$ cat config.mk
export PLATFORM = sky130hd
export DESIGN_NAME = cart_bank_mapper
export DESIGN_NICKNAME = d
export VERILOG_FILES = /design/src/rtl/cbm_pkg.sv /design/src/rtl/cbm_rst_sync.sv /design/src/rtl/cbm_bank_regs.sv /design/src/rtl/cbm_addr_xlate.sv /design/src/rtl/cart_bank_mapper.sv
export SDC_FILE = /design/constraint.sdc
export NUM_CORES = 1
export LEC_CHECK = 0
export BUFFER_PORTS_ARGS = -buffer_cell sky130_fd_sc_hd__buf_4
export CORE_ASPECT_RATIO = 1.5
export CORE_MARGIN = 8
export CORE_UTILIZATION = 50
export DETAILED_ROUTE_END_ITERATION = 10
export GPL_TIMING_DRIVEN = 1
export PLACE_DENSITY = 0.82
export SETUP_SLACK_MARGIN = 0.2
export SLEW_MARGIN = 15
export SYNTH_ARGS = -nofsm -noshare
export SYNTH_HDL_FRONTEND = slang
export SYNTH_SLANG_ARGS = --single-unit
$ cat constraint.sdc
create_clock -name clk -period 2.4 [get_ports clk]
set_clock_uncertainty 0.05 [all_clocks]
set_input_delay 0 -clock clk [delete_from_list [all_inputs] [get_ports clk]]
set_output_delay 0 -clock clk [all_outputs]
set_load 0.02 [all_outputs]
$ cat src/rtl/cbm_pkg.sv
package cbm_pkg;
  localparam logic [7:0] PORT_LIN_SHORT  = 8'hC0;
  localparam logic [7:0] PORT_WIN_SHORT0 = 8'hC1;
  localparam logic [7:0] PORT_CTRL       = 8'hCE;
  localparam logic [7:0] PORT_LIN_WIDE   = 8'hCF;
  localparam logic [7:0] PORT_WIN_WIDE0  = 8'hD0;
  localparam int         NUM_WIN         = 3;

  typedef enum logic [1:0] {
    MAP_NONE = 2'd0,
    MAP_WIN  = 2'd1,
    MAP_LIN  = 2'd2
  } map_kind_e;
endpackage

$ cat src/rtl/cbm_rst_sync.sv
module cbm_rst_sync (
  input  logic clk,
  input  logic rst_n,
  output logic rst_sync_n
);
  logic stage1_q;
  logic stage2_q;

  always_ff @(posedge clk or negedge rst_n) begin
    if (!rst_n) begin
      stage1_q <= 1'b0;
      stage2_q <= 1'b0;
    end else begin
      stage1_q <= 1'b1;
      stage2_q <= stage1_q;
    end
  end

  assign rst_sync_n = stage2_q;
endmodule

$ cat src/rtl/cbm_bank_regs.sv
module cbm_bank_regs
  import cbm_pkg::*;
#(
  parameter int LIN_W  = 6,
  parameter int BANK_W = 10
) (
  input  logic                             clk,
  input  logic                             rst_n,
  input  logic                             io_we,
  input  logic [7:0]                       io_addr,
  input  logic [7:0]                       io_wdata,
  output logic [7:0]                       io_rdata,
  output logic [LIN_W-1:0]                 lin_bank,
  output logic [NUM_WIN-1:0][BANK_W-1:0]   win_bank,
  output logic                             rom_in_seg1
);
  localparam int HI_W = BANK_W - 8;

  logic [LIN_W-1:0] lin_q, lin_d;
  logic             lin_en;
  logic             ctl_q, ctl_d;
  logic             ctl_en;
  logic [NUM_WIN-1:0][BANK_W-1:0] bank_q;

  // next state for the linear bank and the control bit
  always_comb begin
    lin_en = io_we && ((io_addr == PORT_LIN_SHORT) || (io_addr == PORT_LIN_WIDE));
    lin_d  = io_wdata[LIN_W-1:0];
    ctl_en = io_we && (io_addr == PORT_CTRL);
    ctl_d  = io_wdata[0];
  end

  always_ff @(posedge clk or negedge rst_n) begin
    if (!rst_n) begin
      lin_q <= '0;
      ctl_q <= 1'b0;
    end else begin
      if (lin_en) lin_q <= lin_d;
      if (ctl_en) ctl_q <= ctl_d;
    end
  end

  for (genvar g = 0; g < NUM_WIN; g++) begin : g_win
    localparam logic [7:0] P_SHORT = 8'(PORT_WIN_SHORT0 + g);
    localparam logic [7:0] P_LO    = 8'(PORT_WIN_WIDE0 + 2 * g);
    localparam logic [7:0] P_HI    = 8'(PORT_WIN_WIDE0 + 2 * g + 1);

    logic            lo_en, hi_en;
    logic [7:0]      lo_d;
    logic [HI_W-1:0] hi_d;

    always_comb begin
      lo_en = io_we && ((io_addr == P_SHORT) || (io_addr == P_LO));
      hi_en = io_we && (io_addr == P_HI);
      lo_d  = io_wdata;
      hi_d  = io_wdata[HI_W-1:0];
    end

    always_ff @(posedge clk or negedge rst_n) begin
      if (!rst_n) begin
        bank_q[g] <= '0;
      end else begin
        if (lo_en) bank_q[g][7:0]        <= lo_d;
        if (hi_en) bank_q[g][BANK_W-1:8] <= hi_d;
      end
    end

    // short-port write keeps the upper bits
    p_short_keeps_high_r3: assert property (@(posedge clk) disable iff (!rst_n)
      $past(io_we && (io_addr == P_SHORT)) |->
        (bank_q[g] == {$past(bank_q[g][BANK_W-1:8]), $past(io_wdata)}));

    // high-byte write keeps the low byte
    p_high_byte_write_r4: assert property (@(posedge clk) disable iff (!rst_n)
      $past(io_we && (io_addr == P_HI)) |->
        (bank_q[g] == {$past(io_wdata[HI_W-1:0]), $past(bank_q[g][7:0])}));
  end

  // readback mux
  always_comb begin
    io_rdata = 8'h00;
    if ((io_addr == PORT_LIN_SHORT) || (io_addr == PORT_LIN_WIDE)) io_rdata = 8'(lin_q);
    if (io_addr == PORT_CTRL) io_rdata = {7'b0, ctl_q};
    for (int i = 0; i < NUM_WIN; i++) begin
      if ((io_addr == 8'(PORT_WIN_SHORT0 + i)) || (io_addr == 8'(PORT_WIN_WIDE0 + 2 * i)))
        io_rdata = bank_q[i][7:0];
      if (io_addr == 8'(PORT_WIN_WIDE0 + 2 * i + 1))
        io_rdata = 8'(bank_q[i][BANK_W-1:8]);
    end
  end

  assign lin_bank    = lin_q;
  assign win_bank    = bank_q;
  assign rom_in_seg1 = ctl_q;

  p_lin_alias_write_r2: assert property (@(posedge clk) disable iff (!rst_n)
    $past(io_we && ((io_addr == PORT_LIN_SHORT) || (io_addr == PORT_LIN_WIDE))) |->
      (lin_bank == $past(io_wdata[LIN_W-1:0])));

  p_ctrl_upper_zero_r10: assert property (@(posedge clk) disable iff (!rst_n)
    (io_addr == PORT_CTRL) |-> (io_rdata[7:1] == 7'b0));
endmodule

$ cat src/rtl/cbm_addr_xlate.sv
module cbm_addr_xlate
  import cbm_pkg::*;
#(
  parameter int LIN_W  = 6,
  parameter int BANK_W = 10,
  parameter int CPU_AW = 20,
  parameter int WIN_AW = 16,
  parameter int ROM_AW = 26,
  parameter int RAM_AW = 26
) (
  input  logic                           clk,
  input  logic                           rst_n,
  input  logic                           cpu_req,
  input  logic [CPU_AW-1:0]              cpu_addr,
  input  logic [LIN_W-1:0]               lin_bank,
  input  logic [NUM_WIN-1:0][BANK_W-1:0] win_bank,
  input  logic                           rom_in_seg1,
  output logic [ROM_AW-1:0]              rom_addr,
  output logic [RAM_AW-1:0]              ram_addr,
  output logic                           rom_cs,
  output logic                           ram_cs
);
  localparam int SEG_W = CPU_AW - WIN_AW;

  logic [SEG_W-1:0] seg;
  map_kind_e        kind;
  logic [BANK_W-1:0] sel_bank;
  logic             seg1_ram;

  always_comb begin
    seg      = cpu_addr[CPU_AW-1:WIN_AW];
    kind     = MAP_LIN;
    sel_bank = win_bank[0];
    seg1_ram = 1'b0;
    if (seg == '0) begin
      kind = MAP_NONE;
    end else if (seg <= SEG_W'(NUM_WIN)) begin
      kind     = MAP_WIN;
      sel_bank = win_bank[seg - 1'b1];
      seg1_ram = (seg == SEG_W'(1)) && !rom_in_seg1;
    end
  end

  always_comb begin
    unique case (kind)
      MAP_NONE: rom_addr = '0;
      MAP_WIN:  rom_addr = ROM_AW'({sel_bank, cpu_addr[WIN_AW-1:0]});
      default:  rom_addr = ROM_AW'({lin_bank, cpu_addr});
    endcase
    ram_addr = RAM_AW'({win_bank[0], cpu_addr[WIN_AW-1:0]});
    ram_cs   = cpu_req && (kind == MAP_WIN) && seg1_ram;
    rom_cs   = cpu_req && (kind != MAP_NONE) && !seg1_ram;
  end

  p_one_select_r7: assert property (@(posedge clk) disable iff (!rst_n)
    !(rom_cs && ram_cs));

  p_ram_only_seg1_r7: assert property (@(posedge clk) disable iff (!rst_n)
    ram_cs |-> ((cpu_addr[CPU_AW-1:WIN_AW] == SEG_W'(1)) && !rom_in_seg1));

  p_seg0_quiet_r9: assert property (@(posedge clk) disable iff (!rst_n)
    ((cpu_addr[CPU_AW-1:WIN_AW] == '0) || !cpu_req) |-> (!rom_cs && !ram_cs));

  p_seg1_rom_r8: assert property (@(posedge clk) disable iff (!rst_n)
    (cpu_req && rom_in_seg1 && (cpu_addr[CPU_AW-1:WIN_AW] == SEG_W'(1))) |-> rom_cs);
endmodule

$ cat src/rtl/cart_bank_mapper.sv
module cart_bank_mapper
  import cbm_pkg::*;
#(
  parameter  int LIN_W  = 6,
  parameter  int BANK_W = 10,
  parameter  int CPU_AW = 20,
  parameter  int WIN_AW = 16,
  localparam int ROM_AW = ((LIN_W + CPU_AW) > (BANK_W + WIN_AW)) ?
                          (LIN_W + CPU_AW) : (BANK_W + WIN_AW),
  localparam int RAM_AW = BANK_W + WIN_AW
) (
  input  logic              clk,
  input  logic              rst_n,
  input  logic [7:0]        io_addr,
  input  logic [7:0]        io_wdata,
  input  logic              io_we,
  output logic [7:0]        io_rdata,
  input  logic              cpu_req,
  input  logic [CPU_AW-1:0] cpu_addr,
  output logic [ROM_AW-1:0] rom_addr,
  output logic [RAM_AW-1:0] ram_addr,
  output logic              rom_cs,
  output logic              ram_cs
);
  logic                           rst_int_n;
  logic [LIN_W-1:0]               lin_bank;
  logic [NUM_WIN-1:0][BANK_W-1:0] win_bank;
  logic                           rom_in_seg1;

  cbm_rst_sync u_rst (
    .clk        (clk),
    .rst_n      (rst_n),
    .rst_sync_n (rst_int_n)
  );

  cbm_bank_regs #(.LIN_W(LIN_W), .BANK_W(BANK_W)) u_regs (
    .clk         (clk),
    .rst_n       (rst_int_n),
    .io_we       (io_we),
    .io_addr     (io_addr),
    .io_wdata    (io_wdata),
    .io_rdata    (io_rdata),
    .lin_bank    (lin_bank),
    .win_bank    (win_bank),
    .rom_in_seg1 (rom_in_seg1)
  );

  cbm_addr_xlate #(
    .LIN_W(LIN_W), .BANK_W(BANK_W), .CPU_AW(CPU_AW), .WIN_AW(WIN_AW),
    .ROM_AW(ROM_AW), .RAM_AW(RAM_AW)
  ) u_xlate (
    .clk         (clk),
    .rst_n       (rst_int_n),
    .cpu_req     (cpu_req),
    .cpu_addr    (cpu_addr),
    .lin_bank    (lin_bank),
    .win_bank    (win_bank),
    .rom_in_seg1 (rom_in_seg1),
    .rom_addr    (rom_addr),
    .ram_addr    (ram_addr),
    .rom_cs      (rom_cs),
    .ram_cs      (ram_cs)
  );
endmodule

# == Yosys cells after proc, flatten, opt, wreduce, memory -nomap -nowiden ==
# Cells that the tools add are included.
# Widths: inputs -> output; s select.
# op_classes
n_shift,0
n_mul,0
reduce_logical,22
addsub,1
n_div,0
n_mux,17
n_eq_ne,14
bitwise_logic,0
order_cmp,2
# op_table
operator,count
$eq 8x8->1 const B,12
$mux 8,7
$pmux 26 s2,1
$mux 10,3
$bmux 10 s2,1
$logic_and 1x1->1,13
$mux 6,1
$eq 4x1->1 const B,1
$le 4x2->1 const B,1
$logic_not 4->1,1
$logic_or 1x1->1,4
$lt 4x3->1 const B,1
$mux 2,2
$sub 4x1->4 const B,1
$eq 2x1->1 const B,1
$logic_not 1->1,2
$logic_not 2->1,1
$mux 1,2
$reduce_bool 2->1,1
# word_totals
romBits,0
latchBits,0
mem_bits_rw,0
memories,0
input_bits,40
ff_bits,39
word_cells,66
out_inout_bits,62

# == Logic depth before layout (Yosys ltp) ==
# depth
depth_word,10
depth_mapped,8
ltp_nobuf,6

# == By module ==
# Synthesis repeated with hierarchy kept, for this count alone.
# hier_totals
cells_unflattened,279
area_unflattened_um2,2708.8
# modules_own_cells
module,instances,cells_per_inst,seq_area_each_um2,area_each_um2
cbm_bank_regs,1,176,925.9,1958.1
cbm_addr_xlate,1,100,0.0,696.9
cbm_rst_sync,1,3,50.0,53.8

# == Worst setup path after synthesis ==
# OpenSTA, ideal clock, no wires.
# synth_path
path_type,input port to output port
from,input port cpu_addr[16]
to,output port rom_addr[18]
path_slack_ps,587
t_required_ps,2350
t_arrival_ps,1763
cell_stages,8
path_cell_list,inv_1 -> clkbuf_1 -> ha_1 -> clkbuf_1 -> mux2i_1 -> nor2_1 -> a21oi_1 -> o31ai_1
# synth_between
elab_chain_cells,6
# synth_rtl
element,line_no,rtl
"start, declared",cart_bank_mapper.sv:19,"input logic [CPU_AW-1:0] cpu_addr,"
$sub 4x1->4,cbm_addr_xlate.sv:39,sel_bank = win_bank[seg - 1'b1];
$bmux 10 s2,cbm_addr_xlate.sv:39,
$mux 10 (not written as such),cbm_addr_xlate.sv:39,
$mux 10,cbm_addr_xlate.sv:37,end else if (seg <= SEG_W'(NUM_WIN)) begin
$mux 10,cbm_addr_xlate.sv:35,if (seg == '0) begin
$pmux 26 s2 (*),cbm_addr_xlate.sv:45,unique case (kind)
"end, declared",cart_bank_mapper.sv:20,"output logic [ROM_AW-1:0] rom_addr,"
# Every way passes the cells marked *; elsewhere a longest branch is shown, timed or not. The select of a mux whose other input is x is not followed.

# == Worst setup path after layout ==
# layout_path
from,"register u_regs.ctl_q, in the netlist u_regs.rom_in_seg1"
to,output port io_rdata[0]
# layout_between
elab_chain_cells,7
# layout_rtl
element,line_no,rtl
"start, declared",cbm_bank_regs.sv:21,"logic ctl_q, ctl_d;"
"start signal, assigned",cbm_bank_regs.sv:39,if (ctl_en) ctl_q <= ctl_d;
$mux 8,cbm_bank_regs.sv:83,"if (io_addr == PORT_CTRL) io_rdata = {7'b0, ctl_q};"
$mux 8,cbm_bank_regs.sv:85,if ((io_addr == 8'(PORT_WIN_SHORT0 + i)) || (io_addr == 8'(PORT_WIN_WIDE0 + 2 * i)))
$mux 8,cbm_bank_regs.sv:87,if (io_addr == 8'(PORT_WIN_WIDE0 + 2 * i + 1))
$mux 8,cbm_bank_regs.sv:85,
$mux 8,cbm_bank_regs.sv:87,
$mux 8,cbm_bank_regs.sv:85,
$mux 8,cbm_bank_regs.sv:87,
"end, declared",cart_bank_mapper.sv:17,"output logic [7:0] io_rdata,"
# Every way passes these cells.

==> metrics.md <==
| Metric | Value |
|---|---|
| Outcome | complete, no violations |
| DRT iter0 DRCs | 180 |
| Clock Pin Slew Worst Setup and Hold Paths | 0.08 ns |
| Slowest stage delay, CP | 0.51 ns |
| Nets | 391 |
| WP data required | 2.35 ns |
| Sequential share of power | 0.425 |
| H-tree depth | 2 |
| Syn Area/Cell | 10.3 um2 |
| Global-route wire length before repair | 12400 um |
| Sw Pwr | 0.514 mW |
| Critical path's slowest cell | or4_1 |
| Fraction of registers with async set/reset | 1.00 |
| Number of global-route vias before repair | 2350 |
| HP Class | input pin to flip-flop |
| Pre-antenna DRT Iters | 4 |
| Via count | 2356 |
| RSZ-0062 raised after global routing | false |
| CTS sink cnt | 39 |
| Reg2reg path depth | 1 |
| Ys flop type | dfrtp_1 |
| Slew margin rel. | 0.577 |
| Post-Syn Instances | 265 |
| Final setup fails | 0 |
| Final Slew Violations | 0 |
| Postcts setup bufs | 0 |
| Clock Latency Late Sink | 0.29 ns |
| Slew @ Worst Pin | 0.632 ns |
| # rows | 33 |
| Initial antenna violation count | 0 |
| Netlist cell types | 51 |
| Dpl cell area | 3340 um2 |
| Hold Vio Cnt, Final | 0 |
| CP cell instances | inv_1 > or4_1 > a311o_1 > a21oi_1 > buf_4 |
| Flop-to-flop setup slack | 1.52 ns |
| IO Pins | 102 |
| Layout cells sized above 1 | 0.457 |
| Post-Syn Nets | 307 |
| Internal power | 1.27 mW |
| Die Wd | 76.2 um |
| Post-route setup TNS | 0 ns |
| CP Capture Type | output pin |
| Power share of the clock group | 0.315 |
| Cell Area, Synth | 2720 um2 |
| Post-layout util | 0.663 |
| PD cells | 501 nW/um2 |
| Port Buf Inserts | 101 |
| Number of synthesized flops with an enable pin | 0 |
| Reg-to-Reg Start | u_regs.win_bank[21] |
| Fin Hold WS | 0.0723 ns |
| Largest net degree at the start of global routing | 38 |
| Inst Count DP | 402 |
| Fin crit share | 0.786 |
| DR WL/cell | 18.2 um |
| Layout Area Growth over Synthesis | 30.9% |
| HP Start | io_we |
| Max Cap Violations | 0 |
| Vias per std cell | 5.61 |
| Die area | 8100 um2 |
| Total core area | 5370 um2 |
| Final HPWL from detailed placement | 5960 um |
| CTS tree | built |
| Largest fanout on the critical path | 3 |
| CP startpoint kind | flip-flop |
| Comb power frac | 0.260 |
| RePlAce Congestion | 0.861 |
| Design Area, Final | 3560 um2 |
| WS Path Type | flip-flop to output pin |
| Clock buffer count from CTS | 5 |
| Post-route ant nets | 0 |
| Longest Clk Path Bufs | 2 |
| Antenna cells | 0 |
| Fmax | 0.530 GHz |
| Post-Route WL | 7650 um |
| YS warnings | 0 |
| Root Buffer | clkbuf_8 |
| Final cell count without fillers | 420 |
| Initial Util | 0.506 |
| Synthesized flop and latch total | 39 |
| Residual DRC | 0 |
| R2r endpoint | u_regs.win_bank[21] |
| Crit path DAT | 1.84 ns |
| Register area share after synthesis | 0.359 |
| GRT Residual Overflow | 0 |
| IR drop worst, VDD | 0.430 mV |
| Die Span Y | 106 um |
| Crit path time final | 1.89 ns |
| Hold depth | 3 |
| GRT Total Usage | 0.188 |
| Sw Ratio | 0.288 |
| Leakage | 1.77 nW |
| Worst Hold Path EP | u_regs.rom_in_seg1 |
## cells by family (layout without fill, tap and decap cells)
family,after synthesis,count (layout),synth area share
flops,39,39,0.359
buf+inv,46,131,0.105
fa+ha+maj,2,2,0.00921
xor+xnor,1,1,0.00322
mux,49,49,0.206
simple gates,73,73,0.162
compound gates,54,54,0.154
other cells,1,1,0.00138
## routing by layer
| layer | track usage | vias up | share of wire | wire length, um |
|---|---|---|---|---|
| li1 | - | 1104 | - | - |
| met1 | 0.224 | 1132 | 0.43 | 3260 |
| met2 | 0.324 | 113 | 0.50 | 3820 |
| met3 | 0.0338 | 7 | 0.057 | 435 |
| met4 | 0.0760 | 0 | 0.018 | 136 |
| met5 | 0 | - | 0 | 0 |
## metrics by stage
step / setup WS [ns] / power [mW]
floorplan: 0.587 / 1.06
global placement: 0.635 / 1.21
detailed placement: 0.601 / 1.22
CTS: 0.506 / 1.79
global route: 0.388 / 1.86
finish: 0.513 / 1.78
## Yosys cell counts, types with 2 or more instances
cell type | count | area (um2)
a221o_1 | 5 | 50.1
dfrtp_1 | 39 | 976
mux2i_1 | 12 | 120
o21ai_0 | 11 | 55.1
nor2b_1 | 18 | 113
nand2_1 | 17 | 63.8
or2_2 | 3 | 18.8
a21oi_1 | 6 | 30.0
a211o_1 | 2 | 17.5
mux2_2 | 30 | 338
o31ai_1 | 2 | 15.0
nand2b_1 | 3 | 18.8
a32oi_1 | 2 | 17.5
nor3_1 | 3 | 15.0
mux2_4 | 6 | 90.1
a21o_1 | 2 | 15.0
or3_1 | 2 | 12.5
buf_4 | 27 | 203
inv_1 | 7 | 26.3
nand3_1 | 2 | 10.0
clkbuf_1 | 6 | 22.5
buf_2 | 4 | 20.0
nand4b_1 | 2 | 17.5
ha_1 | 2 | 25.0
nor2_1 | 9 | 33.8
a22o_1 | 15 | 131
nand3b_1 | 4 | 30.0
## state kept, by name, indices dropped and copies added, names as in the netlist
| signal | cells |
|---|---|
| u_regs.lin_bank | 6 |
| u_regs.rom_in_seg1 | 1 |
| u_regs.win_bank | 30 |
| u_rst.rst_sync_n | 1 |
| u_rst.stage1_q | 1 |
## layout make-up
type                            count  area, um2
Clock buffer                        6       82.6
Multi-Input combinational cell    180       1460
Timing Repair Buffer              116        896
Clock inverter                      2       35.0
Sequential cell                    39        976
Tap cell                           70       87.6
Inverter                            7       26.3
Fill cell                         443       1810
## what timing repair did
| item | 4_1_cts | 5_1_grt |
|---|---|---|
| endpoints found under the hold margin | 39 | 0 |
| hold buffers | 10 | 0 |
| resized for setup | 0 | 0 |
## worst max-delay path by stage
stage                                   from            endpoint  slack [ns]  cells past startpoint
after floorplan                 cpu_addr[16]        rom_addr[18]        0.59                      8
after global placement            io_addr[1]  u_regs.lin_bank[3]        0.63                      5
after detailed placement          io_addr[5]         io_rdata[3]        0.60                      6
after CTS                 u_regs.rom_in_seg1         io_rdata[0]        0.51                      5
after global routing      u_regs.rom_in_seg1         io_rdata[0]        0.39                      5
final                     u_regs.rom_in_seg1         io_rdata[0]        0.51                      5
## worst max-delay path: cells and delay by family (launching register included)
| family | cells | cell delay [ns] |
|---|---|---|
| buffers and inverters | 2 | 0.22 |
| and+or+nand+nor | 1 | 0.51 |
| DFF | 1 | 0.34 |
| AOI/OAI and AO/OA | 2 | 0.47 |
## power by group through the flow
stage | logic (mW) | clock network [mW] | registers (mW)
4_1_cts | 0.468 | 0.570 | 0.755
2_1_floorplan | 0.296 | 0 | 0.760
3_5_place_dp | 0.453 | 0 | 0.768
6_report | 0.464 | 0.562 | 0.757
3_3_place_gp | 0.447 | 0 | 0.766
5_1_grt | 0.497 | 0.603 | 0.764
## placed cells by master, fill, tap and decap left out, types with 2 or more instances in the layout
cell type	Yosys	layout
or2_2	3	3
o31ai_1	2	2
dfrtp_1	39	39
nor2_1	9	9
mux2_2	30	30
ha_1	2	2
inv_1	7	7
a21o_1	2	2
nand4b_1	2	2
a221o_1	5	5
nor2b_1	18	18
a32oi_1	2	2
o21ai_0	11	11
a22o_1	15	15
dlygate4sd3_1	0	10
nand3_1	2	2
nand2b_1	3	3
mux2_4	6	6
mux2i_1	12	12
a211o_1	2	2
or3_1	2	2
a21oi_1	6	6
clkbuf_8	0	6
buf_4	27	106
nor3_1	3	3
nand3b_1	4	4
nand2_1	17	17
No activity file was read; power rests on OpenSTA's default activity.
